**src/rtl/dpi_timing_pkg.sv**
```systemverilog
// Package: field widths and bit positions of the packed timing words, the
// per-axis configuration type, and its unpacking function.
// Assumes 32-bit timing and panel-size words.
package dpi_timing_pkg;
    localparam int SYNC_W  = 8;              // sync width field
    localparam int PORCH_W = 12;             // porch field width
    localparam int ACT_W   = 16;             // visible size field width
    localparam int BP_LSB  = SYNC_W;         // back porch lowest bit
    localparam int FP_LSB  = SYNC_W + PORCH_W; // front porch lowest bit
    localparam int CNT_W   = ACT_W + 2;      // holds the largest period

    typedef struct packed {
        logic [ACT_W-1:0]   act;
        logic [PORCH_W-1:0] fp;
        logic [PORCH_W-1:0] bp;
        logic [SYNC_W-1:0]  sync;
    } axis_cfg_t;

    // Build one axis configuration from a timing word and a visible size.
    function automatic axis_cfg_t unpack_axis(input logic [31:0] tim,
                                              input logic [ACT_W-1:0] act);
        axis_cfg_t c;
        c.sync = tim[SYNC_W-1:0];
        c.bp   = tim[BP_LSB +: PORCH_W];
        c.fp   = tim[FP_LSB +: PORCH_W];
        c.act  = act;
        return c;
    endfunction
endpackage

```
**src/rtl/dpi_axis_counter.sv**
```systemverilog
// Module: position counter for one raster axis (pixels in a line or lines in
// a frame). It advances on 'step' and wraps after the last position of the
// period, where period = sync + back porch + active + front porch. It decodes
// the sync and active phases and the offset inside the active phase.
// Assumes the configuration is stable while 'en' is high.
module dpi_axis_counter
    import dpi_timing_pkg::*;
(
    input  logic             clk,
    input  logic             rst_n,
    input  logic             en,
    input  logic             step,
    input  axis_cfg_t        cfg,
    output logic [CNT_W-1:0] cnt,
    output logic             wrap,
    output logic             in_sync,
    output logic             in_act,
    output logic [ACT_W-1:0] pos
);
    logic [CNT_W-1:0] act_start;
    logic [CNT_W-1:0] act_end;
    logic [CNT_W-1:0] total;
    logic             last;

    // Phase boundaries derived from the field values.
    always_comb begin
        act_start = CNT_W'(cfg.sync) + CNT_W'(cfg.bp);
        act_end   = act_start + CNT_W'(cfg.act);
        total     = act_end + CNT_W'(cfg.fp);
    end

    // Phase decode for the current position.
    always_comb begin
        last    = (total == '0) || (cnt >= total - 1'b1);
        wrap    = step && last;
        in_sync = cnt < CNT_W'(cfg.sync);
        in_act  = (cnt >= act_start) && (cnt < act_end);
        pos     = in_act ? ACT_W'(cnt - act_start) : '0;
    end

    // Position register: cleared when disabled, wraps at the end of the period.
    always_ff @(posedge clk) begin
        if (!rst_n || !en)
            cnt <= '0;
        else if (step)
            cnt <= last ? '0 : cnt + 1'b1;
    end

    // the position is zero in the cycle after the block is disabled
    a_r8_hold_zero: assert property (@(posedge clk) disable iff (!rst_n)
        !en |=> (cnt == '0));

    // the position never leaves the configured period
    a_r1_cnt_range: assert property (@(posedge clk) disable iff (!rst_n)
        (total != '0) |-> (cnt < total));
endmodule

```
**src/rtl/dpi_frame_events.sv**
```systemverilog
// Module: interrupt-side signals. It makes the start-of-frame pulse, a
// registered underflow pulse, and the short-blanking configuration flag.
// Assumes 'de' comes from the same raster it guards.
module dpi_frame_events
    import dpi_timing_pkg::*;
#(
    parameter int RISK_LINES = 32
)(
    input  logic               clk,
    input  logic               rst_n,
    input  logic               en,
    input  logic               at_origin,
    input  logic               de,
    input  logic               pix_valid,
    input  logic [SYNC_W-1:0]  vs_len,
    input  logic [PORCH_W-1:0] vbp_len,
    output logic               vsync_evt,
    output logic               underflow_evt
,
    output logic               vbp_risk
);
    localparam int SUM_W = PORCH_W + 1;

    logic             starved_q;
    logic [SUM_W-1:0] blank_sum;

    // Records an active pixel that had no data behind it.
    always_ff @(posedge clk) begin
        if (!rst_n)
            starved_q <= 1'b0;
        else
            starved_q <= de && !pix_valid;
    end

    // Event outputs and the configuration flag.
    always_comb begin
        vsync_evt     = en && at_origin;
        underflow_evt = en && starved_q;
        blank_sum     = SUM_W'(vs_len) + SUM_W'(vbp_len);
        vbp_risk      = blank_sum < SUM_W'(RISK_LINES);
    end

    // every underflow pulse has a data-less active pixel one clock before
    a_r6_uf_cause: assert property (@(posedge clk) disable iff (!rst_n)
        underflow_evt |-> $past(de && !pix_valid));
endmodule

```
**src/rtl/dpi_timing_gen.sv**
```systemverilog
// Module: top of the timing generator. It unpacks the timing and panel-size
// words, chains the horizontal counter into the vertical counter, and drives
// the sync, data-enable, coordinate and event outputs.
// Assumes the register words are quasi-static while 'enable' is high.
module dpi_timing_gen
    import dpi_timing_pkg::*;
#(
    parameter bit HS_HIGH    = 1'b1,
    parameter bit VS_HIGH    = 1'b1,
    parameter int RISK_LINES = 32
)(
    input  logic             clk,
    input  logic             rst_n,
    input  logic             enable,
    input  logic [31:0]      h_timing,
    input  logic [31:0]      v_timing,
    input  logic [31:0]      panel_size,
    input  logic             pix_valid,
    output logic             hsync,
    output logic             vsync,
    output logic             de,
    output logic [ACT_W-1:0] px_x,
    output logic [ACT_W-1:0] px_y,
    output logic             vsync_evt,
    output logic             underflow_evt,
    output logic             vbp_risk
);
    axis_cfg_t        h_cfg, v_cfg;
    logic [CNT_W-1:0] h_cnt, v_cnt;
    logic             h_wrap, v_wrap;
    logic             h_sync_ph, v_sync_ph;
    logic             h_act, v_act;
    logic [ACT_W-1:0] h_pos, v_pos;
    logic             hs_on, vs_on;

    // Split the packed words into per-axis configurations.
    always_comb begin
        h_cfg = unpack_axis(h_timing, panel_size[ACT_W-1:0]);
        v_cfg = unpack_axis(v_timing, panel_size[16 +: ACT_W]);
    end

    dpi_axis_counter u_hcnt (
        .clk(clk), .rst_n(rst_n), .en(enable), .step(1'b1), .cfg(h_cfg),
        .cnt(h_cnt), .wrap(h_wrap), .in_sync(h_sync_ph), .in_act(h_act),
        .pos(h_pos)
    );

    dpi_axis_counter u_vcnt (
        .clk(clk), .rst_n(rst_n), .en(enable), .step(h_wrap), .cfg(v_cfg),
        .cnt(v_cnt), .wrap(v_wrap), .in_sync(v_sync_ph), .in_act(v_act),
        .pos(v_pos)
    );

    // Sync, data-enable and coordinate outputs, all gated by enable.
    always_comb begin
        hs_on = enable && h_sync_ph;
        vs_on = enable && v_sync_ph;
        hsync = HS_HIGH ? hs_on : !hs_on;
        vsync = VS_HIGH ? vs_on : !vs_on;
        de    = enable && h_act && v_act;
        px_x  = de ? h_pos : '0;
        px_y  = de ? v_pos : '0;
    end

    dpi_frame_events #(.RISK_LINES(RISK_LINES)) u_evt (
        .clk(clk), .rst_n(rst_n), .en(enable),
        .at_origin((h_cnt == '0) && (v_cnt == '0)),
        .de(de), .pix_valid(pix_valid),
        .vs_len(v_cfg.sync), .vbp_len(v_cfg.bp),
        .vsync_evt(vsync_evt), .underflow_evt(underflow_evt),
        .vbp_risk(vbp_risk)
    );

    // the column stays inside the visible width
    a_r4_de_x_bound: assert property (@(posedge clk) disable iff (!rst_n)
        de |-> (px_x < panel_size[ACT_W-1:0]));

    // along one line the column advances by one per clock
    a_r4_x_step: assert property (@(posedge clk) disable iff (!rst_n)
        (de && $past(de) && px_x != '0) |-> (px_x == $past(px_x) + 1'b1));

    // the frame pulse lies inside vertical sync when sync is nonzero
    a_r5_evt_in_vsync: assert property (@(posedge clk) disable iff (!rst_n)
        (vsync_evt && v_cfg.sync != '0) |-> (vsync == VS_HIGH));
endmodule

```
**config.mk**
```make
export PLATFORM = sky130hd
export DESIGN_NAME = dpi_timing_gen
export DESIGN_NICKNAME = d
export VERILOG_FILES = /design/src/rtl/dpi_timing_pkg.sv /design/src/rtl/dpi_axis_counter.sv /design/src/rtl/dpi_frame_events.sv /design/src/rtl/dpi_timing_gen.sv
export SDC_FILE = /design/constraint.sdc
export NUM_CORES = 1
export LEC_CHECK = 0
export CORE_MARGIN = 2
export CORE_UTILIZATION = 45
export DETAILED_ROUTE_END_ITERATION = 6
export DONT_BUFFER_PORTS = 1
export REMOVE_ABC_BUFFERS = 1
export SETUP_SLACK_MARGIN = 0.2
export SYNTH_ARGS = -nofsm -noshare
export SYNTH_HDL_FRONTEND = slang
export SYNTH_SLANG_ARGS = --single-unit
export TNS_END_PERCENT = 20
```
**constraint.sdc**
```tcl
create_clock -name clk -period 25.5 [get_ports clk]
set_input_delay 6.375 -clock clk [delete_from_list [all_inputs] [get_ports clk]]
set_output_delay 6.375 -clock clk [all_outputs]
set_load 0.05 [all_outputs]
```
## Yosys cells after proc, flatten, opt, wreduce, memory -nomap -nowiden

Index checks and enable logic that the tools add are counted.

| storage, ports and cells | value |
|---|---|
| output and inout port bits | 38 |
| logic and storage cells | 51 |
| bits of input ports | 100 |
| flip-flop bits (word level) | 37 |

| operators by class | value |
|---|---|
| reduce and logical (&&, ||, !) cells | 21 |
| $add $sub $neg | 13 |
| mux-type cells | 5 |
| magnitude comparators | 9 |

Operators by type and width:

| kind | number |
|---|---|
| 18-bit logical NOT | 4 |
| 16-bit two-way mux | 4 |
| 8-bit by 12-bit adder with 13-bit output | 3 |
| 18-bit by 1-bit adder with 18-bit output, second input constant | 2 |
| 18-bit by 12-bit adder with 18-bit output | 2 |
| 18-bit by 16-bit adder with 18-bit output | 2 |
| 18-bit by 13-bit greater-or-equal comparator with 1-bit output | 2 |
| 18-bit greater-or-equal comparator | 2 |
| 18-bit < comparator | 2 |
| 18-bit by 8-bit < comparator with 1-bit output | 2 |
| 18-bit by 1-bit subtractor with 18-bit output, second input constant | 2 |
| 16-bit subtractor | 2 |
| 18-bit two-way mux | 1 |
| 13-bit by 6-bit < comparator with 1-bit output, second input constant | 1 |
| 1-bit logical AND | 10 |
| 1-bit logical NOT | 3 |
| 1-bit logical OR | 3 |
| 2-bit OR reduction | 1 |

## Longest topological paths before layout

| depth | value |
|---|---|
| word-level depth | 7 |
| gate-level depth with buffers | 36 |
| mapped depth without buffers | 34 |

## Cells and area by module

From an unflattened synthesis, not the netlist that was laid out.

| second synthesis, totals | value |
|---|---|
| cell total of the unflattened synthesis | 1294 |
| area total of the unflattened synthesis | 9894.5 um^2 |

By module, submodules not included:

| module | cells an instance | area an instance (um^2) | times used |
|---|---|---|---|
| dpi_axis_counter at u_vcnt | 598 | 4680.7 | 1 |
| dpi_axis_counter at u_hcnt | 603 | 4560.6 | 1 |
| dpi_frame_events | 41 | 326.6 | 1 |
| dpi_timing_gen | 52 | 326.6 | 1 |

## Worst setup path after synthesis

No wires, ideal clock.

| timing | value |
|---|---|
| path type | input -> output |
| from | in v_timing[0] |
| to | out px_x[11] |
| cell stages on the path | 25 |
| arrival time | 12.492 ns |
| setup slack | 6.633 ns |
| path through | ha_1 fa_1 a21o_1 a21oi_1 o21bai_1 a21oi_1 o21bai_1 a21oi_1 nand3b_1 xor2_1 inv_1 ha_1 a21o_1 or3_1 o211a_1 o311a_4 xnor2_4 ha_1 a21o_1 a221oi_1 o221ai_1 a21oi_1 nand4_1 clkbuf_1 nor3_1 |

| between the ends | value |
|---|---|
| longest elaborated chain between the ends | 6 |
| elaborated cells between the ends (all ways) | 7 |
| classes of those cells | add/sub (2); order compare (2); mux (1); reduce/logical (2) |

Ends and longest elaborated chain:

| item | RTL line | RTL |
|---|---|---|
| start: declaration | dpi_timing_gen.sv:16 | `input logic [31:0] v_timing,` |
| 8-bit by 12-bit adder with 13-bit output * | dpi_axis_counter.sv:27 | `act_start = CNT_W'(cfg.sync) + CNT_W'(cfg.bp);` |
| 18-bit by 16-bit adder with 18-bit output | dpi_axis_counter.sv:28 | `act_end = act_start + CNT_W'(cfg.act);` |
| 18-bit < comparator | dpi_axis_counter.sv:37 | `in_act = (cnt >= act_start) && (cnt < act_end);` |
| 1-bit logical AND * | dpi_axis_counter.sv:37 |  |
| 1-bit logical AND * | dpi_timing_gen.sv:60 | `de = enable && h_act && v_act;` |
| 16-bit two-way mux * | dpi_timing_gen.sv:61 | `px_x = de ? h_pos : '0;` |
| end: declaration | dpi_timing_gen.sv:22 | `output logic [ACT_W-1:0] px_x,` |

Every way passes the cells marked *; elsewhere a longest branch is shown, timed or not.

## Worst setup path after layout

| timing | value |
|---|---|
| from | in v_timing[0] |
| to | out px_x[13] |

The elaborated chain is that of the path after synthesis.

==> metrics.csv <==
metric;value;unit
Pleak;4.655;nW
Worst Reg2Reg Path Length in Cells;11;
Max-Cap Viols;0;
Setup crit end kind;output pin;
Reg clk slew, reported paths;0.07;ns
post-synth cell types;90;
top cells by count, synth;ha_1, inv_1, nor2_1, xnor2_1, a21oi_1;
data required time at the worst endpoint;19.12;ns
layout cells sized above 1;0.06475;
top post-synthesis cells by area;ha_1, dfxtp_1, xnor2_1;
top cell type's share of synthesized area;0.2406;
post-route ant nets;0;
Post-CTS Resized;0;
min setup slack post-route;6.060;ns
Area Overhead vs Synth;5.260;%
PD cells;59.81;nW/um^2
Placed Cells;1487;
Placement Setup Slack;6.124;ns
P_int;0.2960;mW
FILL cells;2092;
GPL Wtd Cong;0.9106;
Post-CTS Setup Inserts;0;
final cell utilization of the core;0.4795;
Global Route Usage Sum;0.2379;
core area;20890;sq um
total design power;0.5991;mW
Setup Total Neg Slack;0;ns
Site Rows;53;
endpoints failing hold;0;
final WL;26.67;mm
Buffers on Ports;0;
DP HPWL;22.48;mm
Worst R2R End;u_evt.starved_q$_SDFF_PN0_;
Async SR Flop Fraction;0;
synth warn;0;
max-slew violations;0;
Avg Inst Size Synth;7.768;sq um
Top FF cell, synth;dfxtp_1;
kind of start point of the critical path;input port;
clock sinks;37;
Worst Hold Launch;u_vcnt.cnt[0]$_SDFFE_PP0P_;
Comb power frac;0.799;
multi-input logic area;8289;sq um
CTS root buffer;clkbuf_16;
first-pass GRT wire length;42.90;mm
clk_lat worst skew;0.29;ns
Worst-Margin Slew;1.067;ns
number of flops mapped to enable cells by yosys;0;
die footprint;22320;sq um
number of global-route vias before repair;8173;
initial core utilization;0.4555;
CP Class;input port to output pin;
Worst EP arrival;13.07;ns
routed length per instance;17.84;microns
Post-Syn Area;9515;sq um
maximum vdd drop;0.02635;mV
cell with the most instances after synthesis;ha_1;
Post-Layout Cell Count;1495;
largest net degree at the start of global routing;37;
f_max;51.44;MHz
worst min path class;register to register;
routing usage on met2;0.3647;
Critical Path Fanout Max;29;
I/O Pins;138;
Via Count;8756;
Worst Hold Depth;1;
chip width;149.4;microns
die height;149.4;microns
outcome;completed;
final setup skew;0.01393;ns
final net count;1510;
sw frac;0.5058;
GRT met1 Usage;0.3502;
Clock Tree Buf Depth;2;
DRC Markers;0;
Reg power frac;0.098;
origin of the critical flop-to-flop path;u_vcnt.cnt[2]$_SDFFE_PP0P_;
number of antenna violations at the first check in global routing;0;
Clk pwr share;0.104;
CTS Buf Count;5;
drt pass-1 iters;5;
H-tree levels;2;
Slew Limit Headroom;0.2908;
ratio of final minimum period to clock period;0.7624;
flop-to-flop setup slack;21.87;ns
drt first-iter violations;507;
GR peak layer;met2;
FF/Latch Area;740.7;sq um
register area share after synthesis;0.07784;
RSZ-0062 raised after global routing;false;
setup violators final;0;
final worst path period need;19.44;ns
Yosys top cell by area;ha_1;
TritonCTS clock tree;yes;
GR Layer Usage met3;0.04421;
cells after synthesis;1225;
P_sw;0.3030;mW
worst hold path endpoint;u_vcnt.cnt[0]$_SDFFE_PP0P_;
diodes inserted;0;
cts hold-fix bufs;0;
Congestion Overflow GR;0;
vias per inst;5.857;
Seq cells post-synth;37;
-- cells by family (layout without fill, tap and decap cells) --
family / Yosys count / after routing / synth area share
AOI/OAI and AO/OA: 331 / 331 / 0.2505
xor gates and xnor gates: 127 / 127 / 0.1212
adders and majority gates: 191 / 191 / 0.2575
buffers and inverters: 139 / 134 / 0.05917
DFF: 37 / 37 / 0.07784
muxes: 7 / 7 / 0.008021
and+or+nand+nor: 393 / 393 / 0.2258
-- worst max path at each step --
stage / start / endpoint / slack, ns
after global routing: v_timing[0] / px_x[13] / 5.51
after CTS: v_timing[0] / px_x[13] / 6.09
final: v_timing[0] / px_x[13] / 6.06
after detailed placement: v_timing[0] / px_x[13] / 6.12
after global placement: v_timing[0] / px_x[15] / 6.22
after floorplan: v_timing[0] / px_x[10] / 6.03
-- critical path, cell delays in order --
cell and delay (ns):
ha_1 0.21, fa_1 0.40, a21o_1 0.20, a21oi_1 0.22, o21bai_1 0.09, a21oi_1 0.31, o21bai_1 0.10, a21oi_1 0.29
nand3b_1 0.17, xor2_1 0.26, inv_1 0.09, ha_1 0.36, a21o_1 0.21, or3_1 0.31, o211a_1 0.28, o311a_4 0.40
xnor2_4 0.20, ha_1 0.27, a21o_1 0.16, a221oi_1 0.30, o221ai_1 0.17, a21oi_1 0.17, nand4_1 0.28, buf_4 0.35
a21oi_1 0.87
-- power by group through the flow --
stage | Sequential, mW | Clock (mW) | Combinational, mW
6_report | 0.0584 | 0.0622 | 0.478
5_1_grt | 0.0584 | 0.0660 | 0.540
4_1_cts | 0.0584 | 0.0636 | 0.477
3_5_place_dp | 0.0597 | 0 | 0.473
3_3_place_gp | 0.0597 | 0 | 0.470
2_1_floorplan | 0.0595 | 0 | 0.384
-- placed cells by master, fill, tap and decap left out, types with 42 or more instances in the layout --
| master | count |
|---|---|
| a21o_1 | 43 |
| a21oi_1 | 63 |
| ha_1 | 183 |
| inv_1 | 120 |
| nand2_1 | 46 |
| nand3_1 | 42 |
| nor2_1 | 100 |
| o21ai_0 | 54 |
| xnor2_1 | 68 |
| xor2_1 | 55 |
-- through the flow --
step	hold WS, ns	instance area (sq um)
3_5_place_dp	0.5084	9869
3_3_place_gp	0.4997	9869
4_1_cts	0.5177	10020
6_report	0.5171	10020
5_1_grt	0.5482	10020
2_1_floorplan	0.4599	9403
-- routing by layer --
layer / vias to the layer above / part of all wire
li1: 4495 / -
met1: 4020 / 0.49
met5: - / 0
met2: 217 / 0.43
met4: 0 / 0.013
met3: 24 / 0.066
-- state kept, by name, summed over array words and instances (netlist names) --
signal	flops
u_evt.starved_q	1
u_hcnt.cnt	18
u_vcnt.cnt	18
-- final cells by class --
class,count,area share
Multi-Input combinational cell,1049,0.8276
Clock buffer,5,0.01249
Inverter,120,0.04497
Tap cell,275,0.03435
Sequential cell,37,0.07395
Timing Repair Buffer,6,0.004497
Clock inverter,3,0.002124
No activity file was read; power rests on OpenSTA's default activity.
